$ cat config.mk
export PLATFORM = sky130hd
export DESIGN_NAME = wiper_i2c_slave
export DESIGN_NICKNAME = d
export VERILOG_FILES = /design/src/rtl/wpot_pkg.sv /design/src/rtl/wpot_sync.sv /design/src/rtl/wpot_cond.sv /design/src/rtl/wpot_pwrup.sv /design/src/rtl/wpot_fsm.sv /design/src/rtl/wiper_i2c_slave.sv
export SDC_FILE = /design/constraint.sdc
export NUM_CORES = 1
export LEC_CHECK = 0
export CAP_MARGIN = 20
export CORE_AREA = 3 3 78 80
export CTS_BUF_LIST = sky130_fd_sc_hd__clkbuf_8
export DETAILED_ROUTE_END_ITERATION = 10
export DIE_AREA = 0 0 81 83
export GPL_ROUTABILITY_DRIVEN = 0
export PLACE_DENSITY = 0.64
export SYNTH_ARGS = -nofsm -noshare
export SYNTH_HDL_FRONTEND = slang
export SYNTH_SLANG_ARGS = --single-unit
$ cat constraint.sdc
create_clock -name clk -period 1.9 [get_ports clk]
set_clock_uncertainty 0.15 [all_clocks]
set_input_delay 0.38 -clock clk [delete_from_list [all_inputs] [get_ports clk]]
set_output_delay 0.38 -clock clk [all_outputs]
set_load 0.02 [all_outputs]
$ cat src/rtl/wpot_pkg.sv
`timescale 1ns/1ps
package wpot_pkg;

    localparam int BYTE_W = 8;
    localparam logic [BYTE_W-1:0] WIPER_ADDR = 8'h00;

    typedef enum logic [2:0] {
        ST_IDLE,
        ST_ID,
        ST_ADDR,
        ST_WDATA,
        ST_ACK,
        ST_RDATA,
        ST_RACK,
        ST_WAIT
    } wp_state_e;

    typedef enum logic [1:0] {
        NX_ADDR,
        NX_WDATA,
        NX_READ,
        NX_DONE
    } wp_next_e;

    typedef struct packed {
        logic start;
        logic stop;
        logic rise;
        logic fall;
        logic sda;
    } bus_evt_t;

    function automatic logic id_match(input logic [BYTE_W-1:0] b,
                                      input logic [BYTE_W-2:0] id);
        return b[BYTE_W-1:1] == id;
    endfunction

endpackage

$ cat src/rtl/wpot_sync.sv
`timescale 1ns/1ps
module wpot_sync #(
    parameter int STAGES = 2,
    parameter int LANES  = 2
) (
    input  logic             clk,
    input  logic             rst,
    input  logic [LANES-1:0] din,
    output logic [LANES-1:0] dout
);
    for (genvar l = 0; l < LANES; l++) begin : g_lane
        logic [STAGES-1:0] chain;
        always_ff @(posedge clk) begin
            if (rst) chain <= '1;
            else     chain <= {chain[STAGES-2:0], din[l]};
        end
        assign dout[l] = chain[STAGES-1];
    end
endmodule

$ cat src/rtl/wpot_cond.sv
`timescale 1ns/1ps
module wpot_cond
    import wpot_pkg::*;
(
    input  logic     clk,
    input  logic     rst,
    input  logic     scl_s,
    input  logic     sda_s,
    output bus_evt_t evt
);
    logic scl_q, sda_q;

    always_ff @(posedge clk) begin
        if (rst) begin
            scl_q <= 1'b1;
            sda_q <= 1'b1;
        end else begin
            scl_q <= scl_s;
            sda_q <= sda_s;
        end
    end

    always_comb begin
        evt.start = scl_s & scl_q & sda_q & ~sda_s;
        evt.stop  = scl_s & scl_q & ~sda_q & sda_s;
        evt.rise  = scl_s & ~scl_q;
        evt.fall  = ~scl_s & scl_q;
        evt.sda   = sda_s;
    end
endmodule

$ cat src/rtl/wpot_pwrup.sv
`timescale 1ns/1ps
module wpot_pwrup #(
    parameter int CYCLES = 64
) (
    input  logic clk,
    input  logic rst,
    output logic busy
);
    localparam int CW = $clog2(CYCLES + 1);
    localparam logic [CW-1:0] LIMIT = CW'(CYCLES);

    logic [CW-1:0] cnt;

    always_ff @(posedge clk) begin
        if (rst)       cnt <= '0;
        else if (busy) cnt <= cnt + 1'b1;
    end

    assign busy = (cnt != LIMIT);
endmodule

$ cat src/rtl/wpot_fsm.sv
`timescale 1ns/1ps
module wpot_fsm
    import wpot_pkg::*;
#(
    parameter int               W         = 7,
    parameter logic [BYTE_W-2:0] DEV_ID    = 7'b0101110,
    parameter logic [W-1:0]     RESET_VAL = 7'h40
) (
    input  logic      clk,
    input  logic      rst,
    input  bus_evt_t  evt,
    input  logic      pwr_busy,
    output logic [W-1:0] wiper,
    output logic      sda_oe,
    output wp_state_e state
);
    localparam logic [3:0] LAST_RX = 4'd8;
    localparam logic [3:0] LAST_TX = 4'd7;

    wp_next_e          nxt;
    logic [3:0]        bitcnt;
    logic [BYTE_W-1:0] shreg;
    logic [BYTE_W-1:0] txreg;
    logic              mack;
    logic [BYTE_W-1:0] rd_byte;

    assign rd_byte = {{(BYTE_W-W){1'b0}}, wiper};

    always_ff @(posedge clk) begin
        if (rst) begin
            state  <= ST_IDLE;
            nxt    <= NX_DONE;
            bitcnt <= '0;
            shreg  <= '0;
            txreg  <= '0;
            mack   <= 1'b0;
            sda_oe <= 1'b0;
            wiper  <= RESET_VAL;
        end else if (evt.stop) begin
            state  <= ST_IDLE;
            sda_oe <= 1'b0;
            bitcnt <= '0;
        end else if (evt.start && !pwr_busy) begin
            state  <= ST_ID;
            sda_oe <= 1'b0;
            bitcnt <= '0;
        end else begin
            case (state)
                ST_ID, ST_ADDR, ST_WDATA: begin
                    if (evt.rise) begin
                        shreg  <= {shreg[BYTE_W-2:0], evt.sda};
                        bitcnt <= bitcnt + 1'b1;
                    end else if (evt.fall && bitcnt == LAST_RX) begin
                        state <= ST_WAIT;
                        if (state == ST_ID) begin
                            if (id_match(shreg, DEV_ID)) begin
                                sda_oe <= 1'b1;
                                state  <= ST_ACK;
                                nxt    <= shreg[0] ? NX_READ : NX_ADDR;
                            end
                        end else if (state == ST_ADDR) begin
                            if (shreg == WIPER_ADDR) begin
                                sda_oe <= 1'b1;
                                state  <= ST_ACK;
                                nxt    <= NX_WDATA;
                            end
                        end else begin
                            wiper  <= shreg[W-1:0];
                            sda_oe <= 1'b1;
                            state  <= ST_ACK;
                            nxt    <= NX_DONE;
                        end
                    end
                end
                ST_ACK: begin
                    if (evt.fall) begin
                        bitcnt <= '0;
                        case (nxt)
                            NX_ADDR: begin
                                sda_oe <= 1'b0;
                                state  <= ST_ADDR;
                            end
                            NX_WDATA: begin
                                sda_oe <= 1'b0;
                                state  <= ST_WDATA;
                            end
                            NX_READ: begin
                                txreg  <= rd_byte;
                                sda_oe <= ~rd_byte[BYTE_W-1];
                                state  <= ST_RDATA;
                            end
                            default: begin
                                sda_oe <= 1'b0;
                                state  <= ST_IDLE;
                            end
                        endcase
                    end
                end
                ST_RDATA: begin
                    if (evt.fall) begin
                        if (bitcnt == LAST_TX) begin
                            sda_oe <= 1'b0;
                            bitcnt <= '0;
                            state  <= ST_RACK;
                        end else begin
                            txreg  <= {txreg[BYTE_W-2:0], 1'b0};
                            sda_oe <= ~txreg[BYTE_W-2];
                            bitcnt <= bitcnt + 1'b1;
                        end
                    end
                end
                ST_RACK: begin
                    if (evt.rise) begin
                        mack <= ~evt.sda;
                    end else if (evt.fall) begin
                        if (mack) begin
                            txreg  <= rd_byte;
                            sda_oe <= ~rd_byte[BYTE_W-1];
                            state  <= ST_RDATA;
                        end else begin
                            state <= ST_WAIT;
                        end
                    end
                end
                default: ;
            endcase
        end
    end
endmodule

$ cat src/rtl/wiper_i2c_slave.sv
`timescale 1ns/1ps
module wiper_i2c_slave
    import wpot_pkg::*;
#(
    parameter int                W            = 7,
    parameter logic [BYTE_W-2:0] DEV_ID       = 7'b0101110,
    parameter logic [W-1:0]      RESET_VAL    = 7'h40,
    parameter int                SYNC_STAGES  = 2,
    parameter int                PWRUP_CYCLES = 64
) (
    input  logic         clk,
    input  logic         rst,
    input  logic         scl_i,
    input  logic         sda_i,
    output logic         sda_oe,
    output logic [W-1:0] wiper_o
);
    localparam int LANES = 2;

    logic [LANES-1:0] lines_s;
    logic             scl_s, sda_s;
    bus_evt_t         evt;
    logic             pwr_busy;
    wp_state_e        fsm_state;

    wpot_sync #(.STAGES(SYNC_STAGES), .LANES(LANES)) sync_i (
        .clk  (clk),
        .rst  (rst),
        .din  ({scl_i, sda_i}),
        .dout (lines_s)
    );

    assign scl_s = lines_s[1];
    assign sda_s = lines_s[0];

    wpot_cond cond_i (
        .clk   (clk),
        .rst   (rst),
        .scl_s (scl_s),
        .sda_s (sda_s),
        .evt   (evt)
    );

    wpot_pwrup #(.CYCLES(PWRUP_CYCLES)) pwrup_i (
        .clk  (clk),
        .rst  (rst),
        .busy (pwr_busy)
    );

    wpot_fsm #(.W(W), .DEV_ID(DEV_ID), .RESET_VAL(RESET_VAL)) fsm_i (
        .clk      (clk),
        .rst      (rst),
        .evt      (evt),
        .pwr_busy (pwr_busy),
        .wiper    (wiper_o),
        .sda_oe   (sda_oe),
        .state    (fsm_state)
    );
endmodule

==> metrics.md, run 1 <==
| Metric | Value |
|---|---|
| Slew HR | 0.748 |
| Post-synth EDFFs | 0 |
| Area delta synth->final | 24.5% |
| Pin count of the biggest net entering global routing | 41 |
| Top_reg_cell synth | dfxtp_1 |
| Reg-to-reg slack, setup | -0.03 ns |
| FMAX | 0.517 GHz |
| Failing checks | negative setup slack |
| Tightest Hold Check Type | register to register |
| Yosys synthesis warning count | 0 |
| Routed Antenna Nets | 0 |
| Hold buffers post-CTS | 0 |
| Router iterations before antenna repair | 4 |
| Clk sink count | 46 |
| Die height | 83 um |
| Seq/Total Area, Yosys | 0.415 |
| Initial antenna violation count | 0 |
| Yosys cell types | 47 |
| Least-Margin Pin Slew | 0.378 ns |
| Endpoints failing hold | 0 |
| Crit path max fanout | 5 |
| Drt drc | 0 |
| RR Startpoint | pwrup_i.cnt[0] |
| Most frequent cells in the layout | 43 x dfxtp_1, 40 x nor2_1, 31 x buf_4 |
| Worst Path Class, Setup | register to register |
| Final Critical Period | 1.93 ns |
| Status | complete, but fails checks |
| Final worst-path cycle share | 1.02 |
| I/O Pins | 12 |
| Global Route Usage Sum | 0.141 |
| Clock root cell | clkbuf_8 |
| Diode count | 0 |
| Max VDD drop | 0.611 mV |
| Ranking of synthesized cells by area | dfxtp_1 42%, mux2i_1 9.9%, nor2_1 6.8% |
| Most frequent standard cell in the layout excluding fill and tap cells | dfxtp_1 |
| Setup ws final | -0.0334 ns |
| Area after DPL | 2580 sq um |
| Setup violations, final | 2 |
| Max cap viols | 0 |
| Final net count | 289 |
| Mean Syn Cell Area | 9.35 sq um |
| Fraction of synthesized area in multiplexers | 0.130 |
| Pleak | 1.21 nW |
| Core Area | 5470 sq um |
| Worst slack, placed | -0.0628 ns |
| WP data required | 1.94 ns |
| Clock latency on the worst-skew pair | 0.30 ns |
| Worst-path clk slew | 0.08 ns |
| FF-to-FF path depth | 7 |
| Worst Setup End Kind | register |
| First DRT Iteration DRCs | 77 |
| XOR/XNOR share of the synthesized area | 0.0237 |
| Post-Syn Instances | 237 |
| Overflow after GRT | 0 |
| PwrDens | 652 nW/um^2 |
| Num rows | 27 |
| RR Endpoint | pwrup_i.cnt[1] |
| Worst Path Arrival | 1.97 ns |
| CTS tree | built |
| Dpl cells | 336 |
| Hold Crit Start | sync_i.g_lane[1].chain[0] |
| Max clock buf depth | 2 |
| Cell area after synthesis | 2220 sq um |
| Main combinational cell family by area after synthesis | simple AND/OR/NAND/NOR gates |
| H-tree depth | 2 |
| Post-route cell area | 2760 sq um |
| Synthesized Nets | 250 |
| Adder-cell share of the synthesized area | 0.0508 |
| WHS | 0.265 ns |
| Die area | 6720 sq um |
| Max-slew violations | 0 |
| WL final | 4400 um |
| Global-route wire length before repair | 7560 um |
| PortBufs | 11 |
| Final core utilization | 0.505 |
| Vias | 1782 |
| RSZ-0062 raised after global routing | yes |
| Final Instance Count excl. Fillers | 349 |
| #FFs+latches synth | 46 |
| Share of flip-flops with an asynchronous set or reset | 0 |
| Synth Area in Simple Gates | 0.212 |
| CP Launch Type | register |
| Share of the synthesized area in the top cell type | 0.415 |
| Synth Area in Compound Gates | 0.129 |
| Initial Util | 0.405 |
| Vias in the first global route | 1672 |
| Routed wire per std cell | 12.6 um |
| Hold Crit Depth | 1 |
| Layout cells sized above 1 | 0.245 |
| DIE WIDTH | 81 um |
| Largest area contributor in the netlist | dfxtp_1 |
| WHS Endpoint | sync_i.g_lane[1].chain[1] |
| Vias/cell | 5.11 |
| CTS buffer count | 5 |
| HPWL Detailed | 3210 um |
## power breakdown
part	switching, W	internal (W)	total, W	leakage (nW)
combinational	0.0000399	0.0000440	0.0000839	0.777
sequential	0.00000789	0.000975	0.000983	0.374
clock	0.000340	0.000394	0.000734	0.0585
total	0.000388	0.00141	0.00180	1.21
## cell usage after synthesis, drive strengths merged, types with 4 or more instances
cell    count
a21oi       6
nand3       5
or2         8
inv        10
o21ai       7
buf         6
clkbuf      5
nand2b      4
nor4        4
xnor2       4
nor2       40
mux2        6
mux2i      22
nand2       9
ha          9
nor3        9
dfxtp      46
## worst max-delay path by stage
stage | from | endpoint | slack (ns) | cells past startpoint
detailed placement | pwrup_i.cnt[0] | fsm_i.sda_oe | -0.06 | 7
finish | pwrup_i.cnt[0] | pwrup_i.cnt[1] | -0.03 | 7
floorplan | pwrup_i.cnt[0] | fsm_i.sda_oe | -0.009 | 7
CTS | pwrup_i.cnt[0] | fsm_i.sda_oe | -0.05 | 7
global placement | pwrup_i.cnt[0] | fsm_i.sda_oe | 0.02 | 7
global route | pwrup_i.cnt[0] | pwrup_i.cnt[1] | -0.11 | 7
## state kept, by name, summed over array words and instances, names as in the netlist
signal and cells:
pwrup_i.cnt 7, sync_i.g_lane.chain 4, fsm_i.state 3, fsm_i.shreg 8, fsm_i.wiper 7, fsm_i.txreg 7
fsm_i.sda_oe 1, cond_i.scl_q 1, fsm_i.bitcnt 4, fsm_i.mack 1, cond_i.sda_q 1, fsm_i.nxt 2
## kinds of logic after synthesis
logic type,Yosys count
compound gates,37
xor+xnor,6
fa+ha+maj,9
buf+inv,21
flops,46
mux,28
simple gates,90
## worst max-delay path, stage by stage, from the launching register on
cell     delay (ns)
dfxtp_2        0.33
inv_2          0.07
ha_4           0.11
or4b_4         0.46
nor3b_4        0.29
buf_4          0.17
mux2i_1        0.18
nor2_1         0.05
## layer usage
metal / track usage / up-vias / part of all wire
met5: 0 / - / 0
met4: 0.0799 / 0 / 0.019
met3: 0.0358 / 9 / 0.029
met2: 0.206 / 26 / 0.47
met1: 0.184 / 839 / 0.48
li1: - / 908 / -
## repair_timing
item                                    in CTS  in global routing
buffers inserted                             2                  3
pin swaps                                    3                  2
endpoints found under the setup margin       4                 16
resized for setup                            6                  4
## area by class of cell
class,instances,area (sq um)
Fill cell,519,2710
Clock inverter,3,43.8
Inverter,10,37.5
Multi-Input combinational cell,170,1230
Timing Repair Buffer,43,363
Clock buffer,5,68.8
Tap cell,72,90.1
Sequential cell,46,925
## metrics by stage
step	setup TNS, ns	total power, W
2_1_floorplan	-0.00920	0.00105
3_3_place_gp	0	0.00108
3_5_place_dp	-0.133	0.00108
4_1_cts	-0.0934	0.00182
5_1_grt	-0.355	0.00188
6_report	-0.0466	0.00180
(Power assumes the default switching activity.)
==> run 2, diff against run 1 <==
--- a/config.mk
+++ b/config.mk
@@ -12,6 +12,7 @@
 export DIE_AREA = 0 0 81 83
 export GPL_ROUTABILITY_DRIVEN = 0
 export PLACE_DENSITY = 0.64
+export SLEW_MARGIN = 20
 export SYNTH_ARGS = -nofsm -noshare
 export SYNTH_HDL_FRONTEND = slang
 export SYNTH_SLANG_ARGS = --single-unit
==> results of run 2 <==
No change in the layout: final DEF, timing and power equal those of run 1.
==> run 3, diff against run 2 <==
--- a/config.mk
+++ b/config.mk
@@ -5,7 +5,7 @@
 export SDC_FILE = /design/constraint.sdc
 export NUM_CORES = 1
 export LEC_CHECK = 0
-export CAP_MARGIN = 20
+export CAP_MARGIN = 25
 export CORE_AREA = 3 3 78 80
 export CTS_BUF_LIST = sky130_fd_sc_hd__clkbuf_8
 export DETAILED_ROUTE_END_ITERATION = 10
==> results of run 3 <==
No change in the layout: final DEF, timing and power equal those of run 1.
